--- config.mk ---
export PLATFORM = sky130hd
export DESIGN_NAME = pkt_thresh_fifo
export DESIGN_NICKNAME = d
export VERILOG_FILES = /design/src/rtl/tpf_pkg.sv /design/src/rtl/tpf_store.sv /design/src/rtl/tpf_admit.sv /design/src/rtl/tpf_hyst.sv /design/src/rtl/pkt_thresh_fifo.sv
export SDC_FILE = /design/constraint.sdc
export NUM_CORES = 1
export LEC_CHECK = 0
export BUFFER_PORTS_ARGS = -buffer_cell sky130_fd_sc_hd__buf_4
export CAP_MARGIN = 20
export CORE_UTILIZATION = 50
export DETAILED_ROUTE_END_ITERATION = 8
export GPL_TIMING_DRIVEN = 0
export PLACE_DENSITY = 0.81
export SLEW_MARGIN = 20
export SYNTH_ARGS = -nofsm -noshare
export SYNTH_HDL_FRONTEND = slang
export SYNTH_SLANG_ARGS = --single-unit
export TNS_END_PERCENT = 20
--- constraint.sdc ---
create_clock -name clk -period 2.57 [get_ports clk]
set_clock_uncertainty 0.2 [all_clocks]
set_input_delay 0.257 -clock clk [delete_from_list [all_inputs] [get_ports clk]]
set_output_delay 0.257 -clock clk [all_outputs]
set_load 0.05 [all_outputs]
--- src/rtl/tpf_pkg.sv ---
package tpf_pkg;

    // Per-word side information carried next to the data.
    typedef struct packed {
        logic err;
        logic eop;
        logic sop;
    } wtag_t;

    // Write-side admission state.
    typedef enum logic {
        WR_ADMIT = 1'b0,
        WR_SKIP  = 1'b1
    } wr_mode_e;

    function automatic int unsigned lvl_bp_on(input int unsigned depth);
        return (depth * 5) / 8;
    endfunction

    function automatic int unsigned lvl_bp_off(input int unsigned depth);
        return depth / 2;
    endfunction

    function automatic int unsigned lvl_ovf(input int unsigned depth);
        return (depth * 3) / 4;
    endfunction

endpackage

--- src/rtl/tpf_store.sv ---
module tpf_store
    import tpf_pkg::*;
#(
    parameter int DW    = 8,
    parameter int DEPTH = 16,
    localparam int AW   = $clog2(DEPTH)
) (
    input  logic          clk,
    input  logic          rst,
    input  logic          wr_en,
    input  logic [DW-1:0] wr_data,
    input  wtag_t         wr_tag,
    input  logic          rd_en,
    output logic [DW-1:0] rd_data,
    output wtag_t         rd_tag,
    output logic [AW:0]   occ,
    output logic [AW:0]   occ_nxt,
    output logic          empty,
    output logic          full
);

    typedef struct packed {
        wtag_t         tag;
        logic [DW-1:0] data;
    } slot_t;

    slot_t         mem [DEPTH];
    logic [AW-1:0] wp;
    logic [AW-1:0] rp;

    localparam logic [AW:0] FULL_LVL = (AW+1)'(DEPTH);

    assign empty   = (occ == '0);
    assign full    = (occ == FULL_LVL);
    assign occ_nxt = occ + (AW+1)'(wr_en) - (AW+1)'(rd_en);
    assign rd_data = mem[rp].data;
    assign rd_tag  = mem[rp].tag;

    always_ff @(posedge clk) begin
        if (wr_en) begin
            mem[wp] <= '{tag: wr_tag, data: wr_data};
        end
    end

    always_ff @(posedge clk) begin
        if (rst) begin
            wp  <= '0;
            rp  <= '0;
            occ <= '0;
        end else begin
            if (wr_en) wp <= wp + AW'(1);
            if (rd_en) rp <= rp + AW'(1);
            occ <= occ_nxt;
        end
    end

endmodule

--- src/rtl/tpf_admit.sv ---
module tpf_admit
    import tpf_pkg::*;
#(
    parameter int DEPTH  = 16,
    parameter int DROP_W = 8,
    localparam int AW    = $clog2(DEPTH)
) (
    input  logic              clk,
    input  logic              rst,
    input  logic              in_valid,
    input  logic              in_sop,
    input  logic              in_eop,
    input  logic              full,
    input  logic              rd_en,
    input  logic [AW:0]       occ,
    input  logic              ovf_clr,
    output logic              wr_en,
    output wtag_t             wr_tag,
    output logic              ovf_flag,
    output logic [DROP_W-1:0] drop_cnt
);

    localparam logic [AW:0] OVF_M1 = (AW+1)'(lvl_ovf(DEPTH) - 1);

    wr_mode_e mode;
    logic     ovf_evt;
    logic     refuse;

    assign wr_en   = in_valid && (mode == WR_ADMIT) && !full;
    assign refuse  = in_valid && (mode == WR_ADMIT) && full;
    assign ovf_evt = wr_en && !rd_en && (occ == OVF_M1);
    assign wr_tag  = '{err: ovf_evt, eop: in_eop | ovf_evt, sop: in_sop};

    always_ff @(posedge clk) begin
        if (rst) begin
            mode     <= WR_ADMIT;
            ovf_flag <= 1'b0;
            drop_cnt <= '0;
        end else begin
            if (in_valid && (mode == WR_SKIP) && in_eop) begin
                mode <= WR_ADMIT;
            end else if (ovf_evt && !in_eop) begin
                mode <= WR_SKIP;
            end

            if (ovf_evt) begin
                ovf_flag <= 1'b1;
            end else if (ovf_clr) begin
                ovf_flag <= 1'b0;
            end

            if (refuse && (drop_cnt != '1)) begin
                drop_cnt <= drop_cnt + DROP_W'(1);
            end
        end
    end

endmodule

--- src/rtl/tpf_hyst.sv ---
module tpf_hyst
    import tpf_pkg::*;
#(
    parameter int DEPTH = 16,
    localparam int AW   = $clog2(DEPTH)
) (
    input  logic        clk,
    input  logic        rst,
    input  logic [AW:0] occ_nxt,
    output logic        bp
);

    localparam logic [AW:0] ON_LVL  = (AW+1)'(lvl_bp_on(DEPTH));
    localparam logic [AW:0] OFF_LVL = (AW+1)'(lvl_bp_off(DEPTH));

    always_ff @(posedge clk) begin
        if (rst) begin
            bp <= 1'b0;
        end else if (occ_nxt >= ON_LVL) begin
            bp <= 1'b1;
        end else if (occ_nxt < OFF_LVL) begin
            bp <= 1'b0;
        end
    end

endmodule

--- src/rtl/pkt_thresh_fifo.sv ---
module pkt_thresh_fifo
    import tpf_pkg::*;
#(
    parameter int DW     = 8,
    parameter int DEPTH  = 16,
    parameter int DROP_W = 8,
    localparam int AW    = $clog2(DEPTH)
) (
    input  logic              clk,
    input  logic              rst,
    input  logic              in_valid,
    input  logic [DW-1:0]     in_data,
    input  logic              in_sop,
    input  logic              in_eop,
    input  logic              out_ready,
    output logic              out_valid,
    output logic [DW-1:0]     out_data,
    output logic              out_sop,
    output logic              out_eop,
    output logic              out_err,
    output logic              bp,
    output logic              ovf_flag,
    input  logic              ovf_clr,
    output logic [DROP_W-1:0] drop_cnt
);

    logic        wr_en;
    logic        rd_en;
    wtag_t       wr_tag;
    wtag_t       rd_tag;
    logic [AW:0] occ;
    logic [AW:0] occ_nxt;
    logic        empty;
    logic        full;

    assign out_valid = !empty;
    assign rd_en     = out_valid && out_ready;
    assign out_sop   = rd_tag.sop;
    assign out_eop   = rd_tag.eop;
    assign out_err   = rd_tag.err;

    tpf_store #(.DW(DW), .DEPTH(DEPTH)) u_store (
        .clk     (clk),
        .rst     (rst),
        .wr_en   (wr_en),
        .wr_data (in_data),
        .wr_tag  (wr_tag),
        .rd_en   (rd_en),
        .rd_data (out_data),
        .rd_tag  (rd_tag),
        .occ     (occ),
        .occ_nxt (occ_nxt),
        .empty   (empty),
        .full    (full)
    );

    tpf_admit #(.DEPTH(DEPTH), .DROP_W(DROP_W)) u_admit (
        .clk      (clk),
        .rst      (rst),
        .in_valid (in_valid),
        .in_sop   (in_sop),
        .in_eop   (in_eop),
        .full     (full),
        .rd_en    (rd_en),
        .occ      (occ),
        .ovf_clr  (ovf_clr),
        .wr_en    (wr_en),
        .wr_tag   (wr_tag),
        .ovf_flag (ovf_flag),
        .drop_cnt (drop_cnt)
    );

    tpf_hyst #(.DEPTH(DEPTH)) u_hyst (
        .clk     (clk),
        .rst     (rst),
        .occ_nxt (occ_nxt),
        .bp      (bp)
    );

endmodule

==> reports/results.txt, run 1 <==
In this run the remaining antenna-violating nets after routing total 0. In this run the static leakage power is 3.41 nW. Summing every instance area after synthesis gives 0.00822 sq mm.

After synthesis the netlist holds a flip-flop and latch count of 204. The half-perimeter wire length of the detailed placement result came out at 10400 um. The hold-critical path depth is 2, and the met3 track demand over resource in global routing is 3.94%. The critical path is of the flop to output pin type. Prevailing post-synth register cell: sky130_fd_sc_hd__edfxtp_1. sky130_fd_sc_hd__edfxtp_1 takes more of the synthesized area than any other cell.

For the final count of pins violating max slew, the log shows 0. The slew at the pin closest to its max-slew limit is 794 ps, and the worst max-slew margin expressed relative to the limit is 47.0%. Across all register-to-register paths, the minimum setup slack is -90 ps.

Once the floorplan was initialized, standard cells occupied 51.5% of the core. The share of Yosys cell area claimed by the top area cell type was 64.3%. At the end of the flow, the number of nets in the layout was 565.

Number of antenna violations at the first check in global routing: 0. The flow ran to the end, but the final reports show violations. The average wire per standard cell came out at 23.1 um. The endpoint identified for the worst register-to-register timing path is u_hyst.bp. Setup repair after global routing could not meet its margin everywhere.

The tools report the largest net degree at the start of global routing as 17. Worst min-delay path startpoint: u_admit.mode. For the total grt overflow, the log shows 0. The kind of cell with the highest combined delay on the critical path was buffers and inverters.

The path with the worst hold slack has its endpoint at u_admit.mode. Across the run, the number of max-cap violations was 0. The final critical path takes up 106% of the cycle. The data required time of the critical path came out at 2110 ps. The clock reaches the later pin of the worst-skew pair after 480 ps.

Ranked by total cell area, the synthesized netlist is headed by sky130_fd_sc_hd__edfxtp_1 64%, sky130_fd_sc_hd__dfxtp_1 6.8%, sky130_fd_sc_hd__mux4_1 6.7%, sky130_fd_sc_hd__mux4_2 6.3%, sky130_fd_sc_hd__ha_1 2.1%. The logs give 27.9% for the met1 track demand over resource and 37 for the count of boundary I/O pins. For the setup slack of the critical path after layout, the log shows -156 ps. Library cell with the highest instance count after synthesis: sky130_fd_sc_hd__edfxtp_1.

STA puts the critical path data arrival time at 2270 ps. The DRC violations left came out at 0. The netlist uses 48 different library cells.

The kind of end point of the critical path was an output pin. The weighted congestion reported at the end of routability-driven placement was 0.761; the number of I/O port buffers was 35. The critical path goes through buf_12 -> buf_8 -> buf_12 -> mux4_2 -> a22oi_2 -> nand2_1 -> buf_6. Die span in y: 130 um. Number of enable flip-flop cells after synthesis: 176. Level count of the clock H-tree: 1. The routed design has 17600 um of wire.

met2 is the most crowded layer. TritonCTS built the clock tree. The number of nets in the synthesized netlist is 475. The clock transition time at the flip-flop clock pins of the worst setup and hold paths was 60 ps; the shortest period the worst path allows was 2730 ps. After synthesis, the most frequently instantiated cells are 176 x sky130_fd_sc_hd__edfxtp_1, 31 x sky130_fd_sc_hd__nor2_1, 28 x sky130_fd_sc_hd__dfxtp_1.

Global routing consumed, over all layers together, 21.4% of the routing resources. The detailed router placed 4499 vias in this run. The final total power was 9.68 mW. Most repeated library cell on the critical path: sky130_fd_sc_hd__buf_12. STA classifies the critical path startpoint as a flop. The count of buffering cells on the critical path with inverters included works out to 4. The maximum count of clock buffers along a single path was 3; the number of sinks handled by clock tree synthesis was 204. Cell at the slowest stage of the critical path: sky130_fd_sc_hd__mux4_2.

After synthesis, the share of flip-flops with an asynchronous set or reset is 0%. Synthesis handed over a netlist of 445 instances. On the worst path, the slowest cell contributes a delay of 510 ps. Via count of the first global-routing pass: 4585.

The maximum resistive drop on vdd was 763 uV. Setup total negative slack on the finished layout was measured at -1130 ps. The final reports fail on negative setup slack. The synthesized area per cell works out to 18.5 sq um. The number of warnings reported in the yosys synthesis log is 0, and the total number of placement rows is 46. The tools report the startpoint of the worst-slack reg-to-reg timing path as u_store.occ[3]. In the final layout, the share of cells above drive strength 1 is 34.6%. For this block, the initial DRC count from the detailed router was 439.

Summing the sequential cell areas from Yosys gives 71.2% of the chip area. The worst register-to-register path has a depth of 12. The first-pass iteration count of the detailed router was 4. The worst slack at placement is -404 ps. The floorplan core area was 0.0159 sq mm; the total power divided by cell area was 962 mW/mm^2. The met2 track demand over resource is 36.5%.

The number of inserted diodes came out at 0. Setup violations remaining at the end of the flow were counted as 13. The floorplan die area was 0.0169 sq mm.

Static timing analysis puts the maximum clock frequency at 367 MHz. The number of vias per cell after detailed routing is 5.90. The type of the worst min-delay path was flop to flop. The root buffer cell chosen for the clock tree is sky130_fd_sc_hd__clkbuf_16. Overall die width: 130 um. The number of clock buffers added by TritonCTS is 21. Growth of design area from synthesis to finish: 22.5%. The number of hold violations in the final report is 0, and the global-route wire length before repair is 26100 um. Of all nets on the critical path, the largest fanout is 6.
[sequential cells by signal, summed over array words and instances (netlist names), named ones only]
name	count
u_admit.mode	1
u_store.wp	4
u_store.occ	5
u_admit.ovf_flag	1
u_store.rp	4
u_admit.drop_cnt	8
u_store.mem	176
u_hyst.bp	1
[repair_timing]
| item | in CTS | in global routing |
|---|---|---|
| resized for setup | 45 | 29 |
| pin swaps | 13 | 17 |
| gates cloned | 1 | 1 |
| buffers inserted | 7 | 6 |
| hold buffers | 15 | 0 |
| setup endpoints to repair | 164 | 118 |
| hold endpoints to repair | 153 | 0 |
[final cells by class]
cell class                 instances  area, sq um
buffer                            19          176
tap                              216          270
inverter                          13         53.8
clock buffer                      25          541
multi-input combinational        208         2420
clock inverter                     9         78.8
sequential                       204         5850
timing repair buffer              68          671
fill                            1058         5880
[per-layer routing]
| metal | up-vias | wire length (um) |
|---|---|---|
| met1 | 2270 | 6950 |
| met3 | 44 | 1280 |
| met2 | 237 | 8850 |
| met4 | 0 | 520 |
| met5 | - | 0 |
| li1 | 1948 | - |
[worst min-delay path, delay by kind of cell (launching register included)]
kind,cells,cell delay [ps]
AO/OA/AOI/OAI,1,70
AND/OR/NAND/NOR,1,70
flip-flops,1,340
[report_power, final]
group / total [mW] / internal (mW) / switching [mW] / leakage, nW
registers: 3.85 / 3.76 / 0.0937 / 1.85
logic: 3.03 / 1.47 / 1.56 / 1.26
clock network: 2.80 / 1.60 / 1.20 / 0.303
[per-stage QoR]
stage,instances,area (sq um),hold WS [ps],util (%)
3_5_place_dp,699,8890,292,55.8
3_3_place_gp,696,8840,264,55.4
6_report,762,10100,307,63.1
5_1_grt,762,10100,349,63.1
2_1_floorplan,445,8300,156,-
4_1_cts,755,9880,309,62.0
[cells by family after synthesis]
logic type	share of synthesized area (%)
simple gates	5.76
mux	13.6
buf+inv	2.39
fa+ha+maj	2.38
xor+xnor	1.26
flops	71.2
compound gates	3.41
[worst max-delay path by stage]
stage | from | end | slack, ps | cells after the start
3_5_place_dp | u_store.occ[2] | u_store.mem[12][7] | -400 | 6
6_report | flop | out_data[6] | -160 | 7
2_1_floorplan | u_store.occ[3] | u_hyst.bp | -120 | 13
5_1_grt | flop | out_data[6] | -220 | 7
4_1_cts | flop | out_data[6] | -140 | 7
3_3_place_gp | u_store.occ[3] | u_store.mem[1][5] | -910 | 6
[cell usage in the layout, fill, tap and decap left out, types with 5 or more instances in the layout]
master / n
sky130_fd_sc_hd__nor2_2: 12
sky130_fd_sc_hd__dlygate4sd3_1: 15
sky130_fd_sc_hd__buf_4: 36
sky130_fd_sc_hd__xor2_1: 5
sky130_fd_sc_hd__clkbuf_1: 8
sky130_fd_sc_hd__dfxtp_1: 25
sky130_fd_sc_hd__inv_1: 8
sky130_fd_sc_hd__clkbuf_16: 22
sky130_fd_sc_hd__mux4_1: 16
sky130_fd_sc_hd__nand2b_1: 6
sky130_fd_sc_hd__nor2_1: 19
sky130_fd_sc_hd__nor2b_1: 6
sky130_fd_sc_hd__edfxtp_1: 176
sky130_fd_sc_hd__ha_4: 5
sky130_fd_sc_hd__buf_6: 14
sky130_fd_sc_hd__mux4_2: 28
sky130_fd_sc_hd__nand3_1: 8
sky130_fd_sc_hd__ha_1: 9
sky130_fd_sc_hd__buf_12: 7
sky130_fd_sc_hd__a21oi_1: 6
sky130_fd_sc_hd__nand2_1: 17
sky130_fd_sc_hd__a22oi_2: 20
Note: power is estimated with default switching activity, not from simulation.
==> run 2: changes to the inputs <==
CORE_UTILIZATION = 23   (was 50)
PLACE_DENSITY = 0.49   (was 0.81)
==> run 2 against run 1 <==
  * Die area is 120% higher
  * Core utilization is 33 points lower
  * Fmax is 1.4% higher
  * Via count is 4.9% lower
  * Power is 2.1% higher
  * Largest cell class unchanged
  * Combinational power is 2% higher
  * The run still ends with negative setup slack left
==> reports/results.txt, run 2 (same netlist as run 1, synthesis figures left out) <==
The run finished, with violations left. Violated checks: negative setup slack (unchanged). The tools report the largest net degree at the start of global routing as 17 (unchanged). Fraction of power consumed by the clock network: 29.7% (was 28.9%). The tools report the floorplan die area as 0.0365 sq mm (was 0.0169 sq mm).

The tools report the detailed router's first-iteration violation count as 305 (was 439). For the total of max-cap violations, the log shows 0 (unchanged). The final count of pins violating max slew was 0 (unchanged); the maximum count of clock buffers along a single path was 3 (unchanged).

The number of flip-flops under the largest register name came out at 176 (unchanged). The switching power was 2.94 mW (was 2.85 mW). The overall die width came out at 191 um (was 130 um). The net switching fraction of the power is 29.7% (was 29.5%). The tools report the worst min-delay path endpoint as u_admit.ovf_flag (was u_admit.mode).

The run gives 0 (unchanged) as the number of hold violations in the final report. Kind of end point of the critical path: an output pin (unchanged). The tools report the number of cells after detailed placement as 938 (was 699).

The setup slack of the critical path after layout was -117 ps (was -156 ps); the worst max-slew margin expressed relative to the limit was 46.9% (was 47.0%). The run gives 37 (unchanged) as the count of boundary I/O pins. The slew at the pin closest to its max-slew limit was 796 ps (was 794 ps). Final cell count without fillers: 1005 (was 762). The floorplan core area was 0.0349 sq mm (was 0.0159 sq mm); the count of antenna-violating nets left after detailed routing was 0 (unchanged). The classification of the worst setup path was flop to output pin (unchanged). The number of I/O port buffers works out to 35 (unchanged). The growth of design area from synthesis to finish came out at 26.2% (was 22.5%).

The global-route wire length before repair was 27400 um (was 26100 um); the total grt overflow was 0 (unchanged). The kind of start point of the critical path is a flop (unchanged). Registers with the highest flip-flop counts: u_store.mem: 176 flops, u_admit.drop_cnt: 8 flops, u_store.occ: 5 flops (unchanged). The DRC violations left is 0 (unchanged). The total wire length after detailed routing was 18500 um (was 17600 um); the final layout net count was 564 (was 565).

Commonest cells after routing, fill and taps aside: 176 x sky130_fd_sc_hd__edfxtp_1, 40 x sky130_fd_sc_hd__buf_4, 40 x sky130_fd_sc_hd__mux4_2 (was 176 x sky130_fd_sc_hd__edfxtp_1, 36 x sky130_fd_sc_hd__buf_4, 28 x sky130_fd_sc_hd__mux4_2). The type of the worst min-delay path is flop to flop (unchanged). The logs give 6.94 mW (was 6.83 mW) for the internal power and 31.2% (was 31.3%) for the combinational share of power. The clock buffer count from CTS is 22 (was 21). The clock network latency to the later pin of the worst-skew pair is 500 ps (was 480 ps), and the global router's overall resource usage is 10.1% (was 21.4%). The maximum resistive drop on vdd is 831 uV (was 763 uV). The data arrival time of the critical path came out at 2230 ps (was 2270 ps). The number of inserted diodes is 0 (unchanged), and the setup slack of the worst register-to-register path is -90 ps (about the same). The average wire per standard cell came out at 18.4 um (was 23.1 um).

The tools report the half-perimeter wire length of the detailed placement result as 11400 um (was 10400 um). The data required time of the critical path was 2110 ps (about the same). TritonCTS built the clock tree. The die span in y came out at 191 um (was 130 um). The overall via count from detail_route is 4279 (was 4499), and the share of post-route cells with drive strength above 1 is 36.4% (was 34.6%). The depth of the worst register-to-register path is 12 (unchanged), and the leakage power summed over all cells is 3.38 nW (was 3.41 nW). The first-pass iteration count of the detailed router was 4 (unchanged); the post-route fraction of the period consumed by the critical path was 105% (was 106%).

The number of sinks handled by clock tree synthesis is 204 (unchanged). The largest fanout on the critical path is 6 (unchanged). Most common cell after layout, fill and taps aside: sky130_fd_sc_hd__edfxtp_1 (unchanged). Number of antenna violations at the first check in global routing: 0 (unchanged). The clock transition time at the flip-flop clock pins of the worst setup and hold paths is 60 ps (about the same), and the via count of the first global-routing pass is 4487 (was 4585).

The tools report the design area as 0.0104 sq mm (was 0.0101 sq mm). The startpoint of the worst-slack reg-to-reg timing path is u_store.occ[3] (unchanged). The hold-critical path depth came out at 2 (unchanged). The total number of placement rows came out at 68 (was 46).

Setup-violating endpoint count in the final report: 13 (unchanged). The worst slack at placement was -272 ps (was -404 ps); the initial core utilization was 23.6% (was 51.5%). Total placed instance area: 0.00921 sq mm (was 0.00889 sq mm). The achievable frequency is 372 MHz (was 367 MHz). The weighted congestion reported at the end of routability-driven placement is 0.747 (was 0.761).

The level count of the clock H-tree came out at 1 (unchanged). The logs give 39.1% (was 39.8%) for the relative contribution of sequential cells to total power and 3486 (was 1058) for the count of fill cells added during filler insertion. The root buffer selected by CTS is sky130_fd_sc_hd__clkbuf_16 (unchanged). The shortest period the worst path allows was 2690 ps (was 2730 ps).

The register containing the most flip-flops in the final layout was u_store.mem (unchanged). The number of vias per cell after detailed routing is 4.26 (was 5.90). The total power divided by cell area is 954 mW/mm^2 (was 962 mW/mm^2). Worst min-delay path startpoint: u_admit.ovf_flag (was u_admit.mode). The tools report the endpoint of the worst-slack reg-to-reg timing path as u_hyst.bp (unchanged). Setup repair after global routing could not meet its margin everywhere.
run 2: cell count changes in the layout (fill, tap and decap cells not counted), moves of 3 or more:
| cell | delta |
|---|---|
| sky130_fd_sc_hd__buf_4 | +4 |
| sky130_fd_sc_hd__buf_6 | -4 |
| sky130_fd_sc_hd__clkbuf_1 | +3 |
| sky130_fd_sc_hd__clkbuf_16 | +4 |
| sky130_fd_sc_hd__clkinv_1 | +5 |
| sky130_fd_sc_hd__mux4_1 | -12 |
| sky130_fd_sc_hd__mux4_2 | +12 |
| sky130_fd_sc_hd__nand2_1 | -3 |
| sky130_fd_sc_hd__nand2_2 | +3 |
run 2: critical path: stages (launching register included):
cell and delay (ps):
sky130_fd_sc_hd__dfxtp_4 400, sky130_fd_sc_hd__buf_12 160, sky130_fd_sc_hd__buf_12 110, sky130_fd_sc_hd__mux4_2 510
sky130_fd_sc_hd__a22oi_2 250, sky130_fd_sc_hd__nand2_2 140, sky130_fd_sc_hd__buf_8 170
run 2: area by class of cell:
type / count / area (sq um) / area share (%)
Buffer: 19 / 181 / 1.75
Clock buffer: 29 / 577 / 5.56
Clock inverter: 11 / 87.6 / 0.845
Inverter: 13 / 48.8 / 0.471
Multi-Input combinational cell: 208 / 2370 / 22.9
Sequential cell: 204 / 5850 / 56.5
Tap cell: 455 / 569 / 5.49
Timing Repair Buffer: 66 / 678 / 6.54
run 2: through the flow:
step / power (mW) / util (%) / setup TNS, ps / hold WS [ps]
floorplan: 5.75 / - / -691 / 156
global placement: 6.39 / 26.2 / -65030 / 273
detailed placement: 6.45 / 26.4 / -12970 / 273
CTS: 9.76 / 29.3 / -1380 / 289
global route: 10.3 / 29.7 / -3180 / 306
finish: 9.89 / 29.7 / -1150 / 286
run 2: per-layer routing:
layer	wire length [um]	GRT usage, %	part of all wire (%)
met1	8500	13.6	46
met2	8670	16.5	47
met3	1070	2.29	5.8
met4	264	1.85	1.4
met5	0	0	0
run 2: how the worst max path moves through the flow:
stage,start,to,slack [ps],cells after the start
floorplan,u_store.occ[3],u_hyst.bp,-120,13
global placement,u_store.occ[3],u_store.mem[2][6],-960,6
detailed placement,u_store.occ[3],u_hyst.bp,-270,13
CTS,flop,out_data[1],-150,6
global route,u_store.occ[3],u_hyst.bp,-220,12
finish,flop,out_data[1],-120,6
run 2: what timing repair did:
action | in CTS | in global routing
hold endpoints to repair | 153 | 0
resized for setup | 56 | 19
hold buffers | 14 | 0
pin swaps | 14 | 16
buffers inserted | 8 | 1
cloned | 1 | 4
endpoints found under the setup margin | 153 | 69
run 2: power by group through the flow:
| stage | Combinational (mW) | Sequential [mW] | Clock (mW) |
|---|---|---|---|
| final | 3.08 | 3.87 | 2.94 |
| after global routing | 3.27 | 3.88 | 3.14 |
| after CTS | 2.89 | 3.85 | 3.01 |
| after detailed placement | 2.53 | 3.92 | 0 |
| after global placement | 2.48 | 3.91 | 0 |
| after floorplan | 1.81 | 3.94 | 0 |
